===== src/rtl/tset_pkg.sv =====
package tset_pkg;
   // Kind of configuration register reached by an address
   typedef enum logic [1:0] {
      CFG_SET  = 2'd0,
      CFG_LIM  = 2'd1,
      CFG_TMO  = 2'd2,
      CFG_NONE = 2'd3
   } cfg_kind_e;

   // Field slots inside a packed timing set, counted from the LSB
   localparam int FLD_TRP  = 0;
   localparam int FLD_TWR  = 1;
   localparam int FLD_TRAS = 2;
   localparam int FLD_TRCD = 3;
   localparam int NUM_FLD  = 4;
endpackage


===== src/rtl/tset_regs.sv =====
module tset_regs
   import tset_pkg::*;
#(
   parameter int NUM_SETS = 4,
   parameter int TW       = 8,
   parameter int FW       = 6,
   parameter int TO_W     = 16,
   parameter int AW       = 3,
   parameter int WD       = 24,
   parameter int DEF_TRCD = 14,
   parameter int DEF_TRAS = 34,
   parameter int DEF_TWR  = 15,
   parameter int DEF_TRP  = 14,
   parameter int LIM_BASE = 45,
   parameter int LIM_STEP = 20,
   parameter int DEF_TMO  = 1000
) (
   input  logic                                  clk,
   input  logic                                  rst_n,
   input  logic                                  cfg_we,
   input  logic [AW-1:0]                         cfg_addr,
   input  logic [WD-1:0]                         cfg_wdata,
   output logic [NUM_SETS-1:0][NUM_FLD*FW-1:0]   set_q,
   output logic [NUM_SETS-2:0][TW-1:0]           lim_q,
   output logic [TO_W-1:0]                       tmo_q
);
   localparam int SETW    = NUM_FLD * FW;
   localparam int NUM_LIM = NUM_SETS - 1;
   localparam logic [SETW-1:0] SET_RST = {FW'(DEF_TRCD), FW'(DEF_TRAS),
                                          FW'(DEF_TWR),  FW'(DEF_TRP)};

   cfg_kind_e      kind;
   logic [AW-1:0]  lim_idx;

   always_comb begin
      lim_idx = cfg_addr - AW'(NUM_SETS);
      if (int'(cfg_addr) < NUM_SETS)
         kind = CFG_SET;
      else if (int'(cfg_addr) < NUM_SETS + NUM_LIM)
         kind = CFG_LIM;
      else if (int'(cfg_addr) == NUM_SETS + NUM_LIM)
         kind = CFG_TMO;
      else
         kind = CFG_NONE;
   end

   for (genvar s = 0; s < NUM_SETS; s++) begin : g_set
      always_ff @(posedge clk) begin
         if (!rst_n)
            set_q[s] <= SET_RST;
         else if (cfg_we && kind == CFG_SET && int'(cfg_addr) == s)
            set_q[s] <= cfg_wdata[SETW-1:0];
      end
   end

   for (genvar l = 0; l < NUM_LIM; l++) begin : g_lim
      always_ff @(posedge clk) begin
         if (!rst_n)
            lim_q[l] <= TW'(LIM_BASE + l * LIM_STEP);
         else if (cfg_we && kind == CFG_LIM && int'(lim_idx) == l)
            lim_q[l] <= cfg_wdata[TW-1:0];
      end
   end

   always_ff @(posedge clk) begin
      if (!rst_n)
         tmo_q <= TO_W'(DEF_TMO);
      else if (cfg_we && kind == CFG_TMO)
         tmo_q <= cfg_wdata[TO_W-1:0];
   end
endmodule


===== src/rtl/tset_band.sv =====
module tset_band #(
   parameter int NUM_SETS = 4,
   parameter int TW       = 8,
   parameter int HYST     = 2,
   parameter int SW       = 2
) (
   input  logic [TW-1:0]               temp_c,
   input  logic [NUM_SETS-2:0][TW-1:0] lim_q,
   output logic [SW-1:0]               band_raw,
   output logic [SW-1:0]               band_hys
);
   localparam int NUM_LIM = NUM_SETS - 1;

   logic [TW:0]   hsum;
   logic [TW-1:0] temp_h;
   logic [NUM_LIM-1:0] ge_raw, ge_hys;

   always_comb begin
      hsum   = {1'b0, temp_c} + (TW+1)'(HYST);
      temp_h = hsum[TW] ? {TW{1'b1}} : hsum[TW-1:0];
   end

   for (genvar l = 0; l < NUM_LIM; l++) begin : g_cmp
      assign ge_raw[l] = (temp_c >= lim_q[l]);
      assign ge_hys[l] = (temp_h >= lim_q[l]);
   end

   always_comb begin
      band_raw = '0;
      band_hys = '0;
      for (int l = 0; l < NUM_LIM; l++) begin
         band_raw = band_raw + SW'(ge_raw[l]);
         band_hys = band_hys + SW'(ge_hys[l]);
      end
   end
endmodule


===== src/rtl/tset_tmo.sv =====
module tset_tmo #(
   parameter int TO_W = 16
) (
   input  logic            clk,
   input  logic            rst_n,
   input  logic            temp_vld,
   input  logic [TO_W-1:0] tmo_q,
   output logic            tmo_evt
);
   logic [TO_W-1:0] cnt;
   logic            armed;

   assign armed   = (tmo_q != '0) && (cnt != tmo_q);
   assign tmo_evt = !temp_vld && armed && (cnt == tmo_q - TO_W'(1));

   always_ff @(posedge clk) begin
      if (!rst_n)
         cnt <= '0;
      else if (temp_vld)
         cnt <= '0;
      else if (armed)
         cnt <= cnt + TO_W'(1);
   end
endmodule


===== src/rtl/tset_ctrl.sv =====
module tset_ctrl #(
   parameter int NUM_SETS = 4,
   parameter int SW       = 2
) (
   input  logic          clk,
   input  logic          rst_n,
   input  logic          temp_vld,
   input  logic          bank_idle,
   input  logic          tmo_evt,
   input  logic [SW-1:0] band_raw,
   input  logic [SW-1:0] band_hys,
   output logic [SW-1:0] cur_set
);
   localparam logic [SW-1:0] WORST = SW'(NUM_SETS - 1);

   logic          pend;
   logic [SW-1:0] pend_set;

   always_ff @(posedge clk) begin
      if (!rst_n) begin
         cur_set  <= WORST;
         pend     <= 1'b0;
         pend_set <= WORST;
      end else if (temp_vld) begin
         if (band_raw > cur_set) begin
            cur_set <= band_raw;
            pend    <= 1'b0;
         end else if (band_hys < cur_set) begin
            pend     <= 1'b1;
            pend_set <= band_hys;
         end else begin
            pend <= 1'b0;
         end
      end else if (tmo_evt) begin
         cur_set <= WORST;
         pend    <= 1'b0;
      end else if (pend && bank_idle) begin
         cur_set <= pend_set;
         pend    <= 1'b0;
      end
   end
endmodule


===== src/rtl/dram_tset_sel.sv =====
module dram_tset_sel
   import tset_pkg::*;
#(
   parameter int NUM_SETS = 4,
   parameter int TW       = 8,
   parameter int FW       = 6,
   parameter int TO_W     = 16,
   parameter int HYST     = 2,
   parameter int DEF_TRCD = 14,
   parameter int DEF_TRAS = 34,
   parameter int DEF_TWR  = 15,
   parameter int DEF_TRP  = 14,
   parameter int LIM_BASE = 45,
   parameter int LIM_STEP = 20,
   parameter int DEF_TMO  = 1000,
   localparam int SW      = $clog2(NUM_SETS),
   localparam int AW      = $clog2(2 * NUM_SETS),
   localparam int WD      = NUM_FLD * FW
) (
   input  logic          clk,
   input  logic          rst_n,
   input  logic          temp_vld,
   input  logic [TW-1:0] temp_c,
   input  logic          bank_idle,
   input  logic          cfg_we,
   input  logic [AW-1:0] cfg_addr,
   input  logic [WD-1:0] cfg_wdata,
   output logic [SW-1:0] act_set,
   output logic [FW-1:0] act_trcd,
   output logic [FW-1:0] act_tras,
   output logic [FW-1:0] act_twr,
   output logic [FW-1:0] act_trp
);
   if (NUM_SETS < 2) begin : g_bad_sets
      $error("NUM_SETS must be at least 2");
   end
   if (TO_W > WD || TW > WD) begin : g_bad_wd
      $error("limit and timeout fields must fit in cfg_wdata");
   end
   if (HYST < 0 || HYST >= (1 << TW)) begin : g_bad_hyst
      $error("HYST out of range");
   end

   logic [NUM_SETS-1:0][WD-1:0]   set_q;
   logic [NUM_SETS-2:0][TW-1:0]   lim_q;
   logic [TO_W-1:0]               tmo_q;
   logic [SW-1:0]                 band_raw, band_hys;
   logic                          tmo_evt;
   logic [WD-1:0]                 act_vec;

   tset_regs #(
      .NUM_SETS(NUM_SETS), .TW(TW), .FW(FW), .TO_W(TO_W), .AW(AW), .WD(WD),
      .DEF_TRCD(DEF_TRCD), .DEF_TRAS(DEF_TRAS), .DEF_TWR(DEF_TWR),
      .DEF_TRP(DEF_TRP), .LIM_BASE(LIM_BASE), .LIM_STEP(LIM_STEP),
      .DEF_TMO(DEF_TMO)
   ) u_regs (
      .clk(clk), .rst_n(rst_n), .cfg_we(cfg_we), .cfg_addr(cfg_addr),
      .cfg_wdata(cfg_wdata), .set_q(set_q), .lim_q(lim_q), .tmo_q(tmo_q)
   );

   tset_band #(.NUM_SETS(NUM_SETS), .TW(TW), .HYST(HYST), .SW(SW)) u_band (
      .temp_c(temp_c), .lim_q(lim_q), .band_raw(band_raw), .band_hys(band_hys)
   );

   tset_tmo #(.TO_W(TO_W)) u_tmo (
      .clk(clk), .rst_n(rst_n), .temp_vld(temp_vld), .tmo_q(tmo_q),
      .tmo_evt(tmo_evt)
   );

   tset_ctrl #(.NUM_SETS(NUM_SETS), .SW(SW)) u_ctrl (
      .clk(clk), .rst_n(rst_n), .temp_vld(temp_vld), .bank_idle(bank_idle),
      .tmo_evt(tmo_evt), .band_raw(band_raw), .band_hys(band_hys),
      .cur_set(act_set)
   );

   assign act_vec  = set_q[act_set];
   assign act_trcd = act_vec[FLD_TRCD*FW +: FW];
   assign act_tras = act_vec[FLD_TRAS*FW +: FW];
   assign act_twr  = act_vec[FLD_TWR*FW  +: FW];
   assign act_trp  = act_vec[FLD_TRP*FW  +: FW];
endmodule


===== config.mk =====
export PLATFORM = sky130hd
export DESIGN_NAME = dram_tset_sel
export DESIGN_NICKNAME = d
export VERILOG_FILES = /design/src/rtl/tset_pkg.sv /design/src/rtl/tset_regs.sv /design/src/rtl/tset_band.sv /design/src/rtl/tset_tmo.sv /design/src/rtl/tset_ctrl.sv /design/src/rtl/dram_tset_sel.sv
export SDC_FILE = /design/constraint.sdc
export NUM_CORES = 1
export LEC_CHECK = 0
export ABC_AREA = 1
export BUFFER_PORTS_ARGS = -buffer_cell sky130_fd_sc_hd__clkbuf_2
export CAP_MARGIN = 20
export CORE_UTILIZATION = 50
export CTS_CLUSTER_DIAMETER = 40
export DETAILED_ROUTE_END_ITERATION = 7
export GPL_ROUTABILITY_DRIVEN = 1
export GPL_TIMING_DRIVEN = 1
export PLACE_DENSITY = 0.68
export SLEW_MARGIN = 20
export SYNTH_ARGS = -nofsm -noshare
export SYNTH_HDL_FRONTEND = slang
export SYNTH_SLANG_ARGS = --single-unit

===== constraint.sdc =====
create_clock -name clk -period 6.47 [get_ports clk]
set_input_delay 0.9705 -clock clk [delete_from_list [all_inputs] [get_ports clk]]
set_output_delay 0.9705 -clock clk [all_outputs]
set_load 0.01 [all_outputs]

==> flow_metrics.env, run 1 <==
export IMPL_die_area_mm2=0.0175
export IMPL_firstDrtPassIters=5
export IMPL_regArea_mm2=0.00315
export IMPL_number_of_vias_per_cell_after_detailed_routing=5.32
export IMPL_main_combinational_cell_family_by_area_after_synthesis="simple AND/OR/NAND/NOR gates"
export IMPL_fp_row_count=47
export IMPL_finalCritPeriodShare_pct=62.5
export IMPL_hold_buffers=0
export IMPL_synth_seq_area_share_pct=37.1
export IMPL_detail_route_antenna_nets=0
export IMPL_yosys_warnings=0
export IMPL_finClkSkew_ns=0.00505
export IMPL_htree_levels=4
export IMPL_async_flop_share_pct=0
export IMPL_detail_route_wirelength_um=22600
export IMPL_hold_viol_final=0
export IMPL_synth_flop_cell="dfxtp_1"
export IMPL_clock_root_buffer="clkbuf_16"
export IMPL_tightest_slew_ns=1.00
export IMPL_cts_inserted_buffers=17
export IMPL_postCtsSetupRepairBufs=0
export IMPL_rsz0062_at_grt="false"
export IMPL_drt_iter0_drc=550
export IMPL_initial_core_util_pct=51.1
export IMPL_synth_adder_area_share_pct=8.45
export IMPL_post_place_cells=1470
export IMPL_clock_fmax_ghz=0.247
export IMPL_fillCellCount=1649
export IMPL_maxCapViolations=0
export IMPL_io_pin_count=66
export IMPL_grt_util_all_layers_pct=26.9
export IMPL_worstPathRequired_ns=6.76
export IMPL_synthesis_area_mm2=0.00847
export IMPL_grt_first_pass_wirelength_um=37300
export IMPL_placement_io_buffers=65
export IMPL_worst_hold_path_type="reg2reg"
export IMPL_finish_utilization_pct=57.2
export IMPL_setup_tns_final_ns=0
export IMPL_maxSlewViolCount=0
export IMPL_total_leakage_power_uw=0.00444
export IMPL_tritoncts="built"
export IMPL_synth_simple_gate_area_share_pct=29.4
export IMPL_insertion_delay_ns=0.43
export IMPL_p_per_area_mw_per_mm2=257
export IMPL_final_layout_size_suffix_gt1_share_pct=11.9
export IMPL_first_global_vias=7469
export IMPL_crit_fanout=7
export IMPL_clock_slew_at_the_register_clock_pins_of_the_worst_setup_and_hold_paths_ns=0.06
export IMPL_setup_worst_path_end_class="register"
export IMPL_syn_to_final_growth_pct=12.0
export IMPL_cp_data_arrival_time_ns=4.33
export IMPL_nets=1365
export IMPL_slew_headroom_pct=32.9
export IMPL_tritoncts_num_sinks=157
export IMPL_grt_antenna_before_repair=0
export IMPL_min_period_ns=4.04
export IMPL_post_layout_total_power_uw=2440
export IMPL_synthesis_instances=1233
export IMPL_postSynthNetCount=1329
export IMPL_post_cts_resize_count=0
export IMPL_synth_enable_flop_cells=0
export IMPL_core_region_area_mm2=0.0166
export IMPL_drcViolationCount=0
export IMPL_synth_cell_types=42
export IMPL_synth_area_mux_share_pct=0
export IMPL_finish_cell_count_without_fillers=1502
export IMPL_clockBufferDepth=2
export IMPL_ys_seq_elements=157
export IMPL_timing_worst_setup_path_type="in2reg"
export IMPL_finalWorstSetupSlack_ns=2.43
export IMPL_run_status="finished clean"
export IMPL_vias=7997
export IMPL_antennaDiodeCount=0
export IMPL_grt_max_degree=73
export IMPL_detailedPlace_worstSlack_ns=2.03
export IMPL_floorplan_die_width_um=132
export IMPL_synthXorXnorAreaFrac_pct=0.310
export IMPL_compound_cell_area_share_of_the_yosys_netlist_pct=17.0
export IMPL_wl_per_cell_um=15.1
export IMPL_place_detailed_hpwl_um=15200
export IMPL_mean_instance_size_in_the_synthesized_netlist_um2=6.87
export IMPL_multi_input_comb_area_mm2=0.00469
export IMPL_gp_congestion=0.890
export IMPL_setup_violations=0
export IMPL_nature_of_the_critical_path_startpoint="input port"
export IMPL_power_ir_vdd_worst_v=0.000209
export IMPL_die_y_um=132
export IMPL_gr_total_overflow=0
per-layer routing:
layer  up-vias  routed length (um)  global-route usage (%)
li1       4120                   -                       -
met1      3634               10600                    35.7
met2       213               10400                    44.4
met3        30                1210                    4.23
met4         0                 376                    9.56
met5         -                   0                       0
through the flow:
step                instance area, um2  hold slack (ns)
detailed placement                8910            0.437
global route                      9480            0.474
finish                            9480            0.452
CTS                               9480            0.453
floorplan                         8470            0.424
global placement                  8910            0.433
synthesized netlist by cell type, drive strengths merged, types with 2 or more instances:
| master | instances | area (um2) |
|---|---|---|
| a21boi | 3 | 22.5 |
| a21oi | 66 | 338 |
| a31oi | 3 | 18.8 |
| buf | 7 | 37.5 |
| clkbuf | 47 | 176 |
| dfxtp | 157 | 3140 |
| fa | 2 | 40.0 |
| ha | 54 | 676 |
| inv | 114 | 435 |
| nand2 | 267 | 1040 |
| nand3 | 75 | 398 |
| nand4 | 12 | 75.1 |
| nor2 | 214 | 867 |
| nor3 | 8 | 50.1 |
| nor3b | 2 | 25.0 |
| o2111ai | 3 | 26.3 |
| o211ai | 7 | 52.6 |
| o21a | 6 | 45.0 |
| o21ai | 151 | 759 |
| o21bai | 3 | 22.5 |
| o22ai | 24 | 150 |
| or2 | 2 | 12.5 |
| xor2 | 2 | 17.5 |
cells by family after synthesis:
kind of cell               count (synthesis)
AOI/OAI and AO/OA                        267
and+or+nand+nor                          582
DFF                                      157
xor gates and xnor gates                   3
buffers and inverters                    168
adders and majority gates                 56
registers in the layout (all words and copies together) (netlist names):
name             cells
u_ctrl.pend_set      2
u_regs.lim_q        24
u_regs.set_q        96
u_ctrl.pend          1
u_ctrl.cur_set       2
u_tmo.cnt           16
u_regs.tmo_q        16
cell type report:
cell class | instances | area share (%)
multi-input cells | 908 | 49.5
flip-flops and latches | 157 | 33.2
clock buffers | 22 | 4.68
inverters | 114 | 4.59
repair buffers | 71 | 3.93
well taps | 220 | 2.90
clock inverters | 10 | 1.23
final timing paths:
| kind | start | end | slack (ns) | depth (start not counted) |
|---|---|---|---|---|
| max | temp_c[1] | u_ctrl.pend_set[1] | 2.43 | 20 |
| min | u_regs.set_q[27] | u_regs.set_q[27] | 0.45 | 2 |
| max reg2reg | u_regs.lim_q[8] | u_ctrl.pend_set[1] | 3.31 | 18 |
| min reg2reg | u_regs.set_q[27] | u_regs.set_q[27] | 0.45 | 2 |
cells in the final DEF (no fill, tap or decap), drive strengths merged:
cell,n
a21boi,3
a21oi,66
a2bb2oi,1
a31oi,3
and2,1
buf,7
bufinv,2
clkbuf,86
clkinv,2
clkinvlp,5
dfxtp,157
fa,2
ha,54
inv,115
nand2,267
nand3,75
nand4,12
nor2,214
nor3,8
nor3b,2
nor4,1
o2111ai,3
o211ai,7
o21a,6
o21ai,151
o21bai,3
o22ai,24
or2,2
xnor2,1
xor2,2
report_power, final:
part | switching (uW) | leakage [uW] | internal, uW
sequential | 29.2 | 0.00128 | 1010
combinational | 286 | 0.00291 | 154
clock | 398 | 0.000257 | 567
total | 713 | 0.00444 | 1730
critical path, stage by stage:
cell	delay (ns)
clkbuf_2	0.16
nand3_1	0.15
inv_1	0.10
nand4_1	0.25
and2_1	0.28
ha_1	0.28
inv_1	0.06
a21boi_0	0.08
o21a_1	0.17
o21a_1	0.16
o21ai_0	0.14
nand2_1	0.07
a21oi_1	0.12
o21ai_0	0.12
fa_1	0.49
or2_2	0.30
a21oi_1	0.14
nand2_1	0.12
nand2_1	0.09
nand3_1	0.07
Note: power is estimated with default switching activity, not from simulation.
==> run 2, diff against run 1 <==
clock period = 4 ns   (was 6.47 ns; I/O delays follow)
==> run 2 against run 1 <==
Utilization increased by 0.66 points. Sequential power increased by 61%. Non-clock buffer count grew 5. Worst setup slack lost 2.0 ns. Die area stayed put. Hold slack lost 0.019 ns. Critical path depth is the same. Via count increased by 0.78%. Clock power grew 80%. First-iteration DRC count is 5.3% higher. Design area up 1.1%. Total power is 69% higher. Largest power group is now the clock network.
==> flow_metrics.env, run 2 (same netlist as run 1, synthesis figures left out) <==
export IMPL_post_layout_total_power_uw=4140
export IMPL_fp_row_count=47
export IMPL_clock_root_buffer="clkbuf_16"
export IMPL_timing_worst_setup_path_type="in2reg"
export IMPL_nature_of_the_critical_path_startpoint="input port"
export IMPL_finish_utilization_pct=57.8
export IMPL_finalWorstSetupSlack_ns=0.459
export IMPL_detailedPlace_worstSlack_ns=0.0604
export IMPL_post_place_cells=1475
export IMPL_combPwrFrac_pct=17.8
export IMPL_insertion_delay_ns=0.43
export IMPL_critPathSlowestCell="fa_1"
export IMPL_finClkSkew_ns=0.00871
export IMPL_p_seq_share_pct=40.1
export IMPL_p_per_area_mw_per_mm2=431
export IMPL_registers_top_by_ff_count="u_regs.set_q"
export IMPL_clockBufferDepth=2
export IMPL_die_area_mm2=0.0175
export IMPL_tritoncts="built"
export IMPL_first_global_vias=7387
export IMPL_mostFrequentLayoutCell="nand2_1"
export IMPL_floorplan_die_width_um=132
export IMPL_crit_top_cell="nand2_1"
export IMPL_vias=8059
export IMPL_postCtsSetupRepairBufs=0
export IMPL_io_pin_count=66
export IMPL_placement_io_buffers=65
export IMPL_power_switching_share_pct=28.4
export IMPL_cp_slowest_stage_delay_ns=0.50
export IMPL_drt_iter0_drc=579
export IMPL_total_leakage_power_uw=0.00452
export IMPL_gr_total_overflow=0
export IMPL_layout_cells_most_common_list="nand2_1, nor2_1, dfxtp_1"
export IMPL_setup_worst_path_end_class="register"
export IMPL_worst_hold_path_type="in2reg"
export IMPL_maxSlewViolCount=0
export IMPL_cp_data_arrival_time_ns=3.82
export IMPL_final_layout_size_suffix_gt1_share_pct=12.6
export IMPL_r2r_start="u_regs.lim_q[8]"
export IMPL_worstSetupStartpoint="temp_c[3]"
export IMPL_switching_power_uw=1170
export IMPL_drcViolationCount=0
export IMPL_cts_inserted_buffers=17
export IMPL_grt_util_all_layers_pct=27.3
export IMPL_rsz0062_at_grt="false"
export IMPL_crit_family="simple AND/OR/NAND/NOR gates"
export IMPL_flip_flop_count_of_the_largest_register_all_copies_and_words_added=96
export IMPL_clock_fmax_ghz=0.282
export IMPL_run_status="finished clean"
export IMPL_fillCellCount=1607
export IMPL_detail_route_antenna_nets=0
export IMPL_clockPowerShare_pct=42.2
export IMPL_min_period_ns=3.54
export IMPL_antennaDiodeCount=0
export IMPL_wl_per_cell_um=15.3
export IMPL_firstDrtPassIters=5
export IMPL_biggestRegsByFlops="u_regs.set_q (96), u_regs.lim_q (24)"
export IMPL_tightest_slew_ns=1.02
export IMPL_grt_first_pass_wirelength_um=37900
export IMPL_setup_violations=0
export IMPL_post_cts_resize_count=0
export IMPL_finalCritPeriodShare_pct=88.5
export IMPL_tritoncts_num_sinks=157
export IMPL_finish_cell_count_without_fillers=1507
export IMPL_detail_route_wirelength_um=23100
export IMPL_worst_hold_startpoint="cfg_wdata[20]"
export IMPL_hold_buffers=0
export IMPL_htree_levels=4
export IMPL_worstPathRequired_ns=4.28
export IMPL_maxCapViolations=0
export IMPL_hold_viol_final=0
export IMPL_number_of_vias_per_cell_after_detailed_routing=5.35
export IMPL_gp_congestion=0.901
export IMPL_slew_headroom_pct=31.9
export IMPL_nets=1370
export IMPL_grt_max_degree=80
export IMPL_clock_slew_at_the_register_clock_pins_of_the_worst_setup_and_hold_paths_ns=0.06
export IMPL_crit_fanout=6
export IMPL_cellInternalPower_uw=2960
export IMPL_core_region_area_mm2=0.0166
export IMPL_path_buf_inv=3
export IMPL_syn_to_final_growth_pct=13.2
export IMPL_grt_antenna_before_repair=0
export IMPL_path_cells="clkbuf_2, nand3_1, inv_1, nand4_1, and2_1, ha_1, inv_1, a21boi_0, o21a_1, o21a_1, o21ai_0, nand2_1, a21oi_1, o21ai_0, fa_1, or2_2, a21oi_1, nand2_1, nand2_1, nand3_1"
export IMPL_place_detailed_hpwl_um=15500
export IMPL_power_ir_vdd_worst_v=0.000284
export IMPL_setup_tns_final_ns=0
export IMPL_initial_core_util_pct=51.1
export IMPL_die_y_um=132
[run 2: cell types whose count changed in the layout (fill, tap and decap cells not counted), sizes merged]
cell and change:
bufinv +2, buf +5, clkinv +2, inv +2
clkinvlp -3, clkbuf -3
[run 2: layer usage]
metal	vias up	routed length, um	track usage [%]
li1	4139	-	-
met1	3703	11100	36.8
met2	195	10700	45.4
met3	22	1030	3.88
met4	0	319	8.14
met5	-	0	0
[run 2: stage by stage]
stage / hold slack [ns] / cell area [um2]
finish: 0.434 / 9590
global route: 0.449 / 9590
CTS: 0.424 / 9590
detailed placement: 0.437 / 8950
global placement: 0.432 / 8950
floorplan: 0.424 / 8470
[run 2: layout make-up]
cell class	instances	area [um2]	area share (%)
Tap cell	220	275	2.87
Clock buffer	19	453	4.72
Clock inverter	13	185	1.93
Inverter	114	435	4.54
Multi-Input combinational cell	908	4690	48.9
Timing Repair Buffer	76	410	4.28
Sequential cell	157	3140	32.8
[run 2: worst paths after layout]
kind / endpoint / slack, ns / cells past startpoint
min: u_regs.set_q[44] / 0.43 / 3
max: u_ctrl.pend_set[1] / 0.46 / 20
max reg2reg: u_ctrl.pend_set[1] / 0.79 / 18
min reg2reg: u_regs.set_q[25] / 0.45 / 2
[run 2: power groups by stage]
stage                     combinational (uW)  sequential, uW  clock [uW]
after floorplan                          472            1690           0
after global placement                   724            1690           0
after detailed placement                 731            1690           0
after CTS                                734            1660        1760
after global routing                     828            1660        1830
final                                    735            1660        1740
[run 2: worst reg2reg max path: cells and delay by family, from the launching register on]
family	cells	cell delay, ns
AO/OA/AOI/OAI	7	0.93
adder cells (fa/ha/maj)	3	0.96
buffers and inverters	2	0.12
flip-flops	1	0.40
AND/OR/NAND/NOR	6	0.63
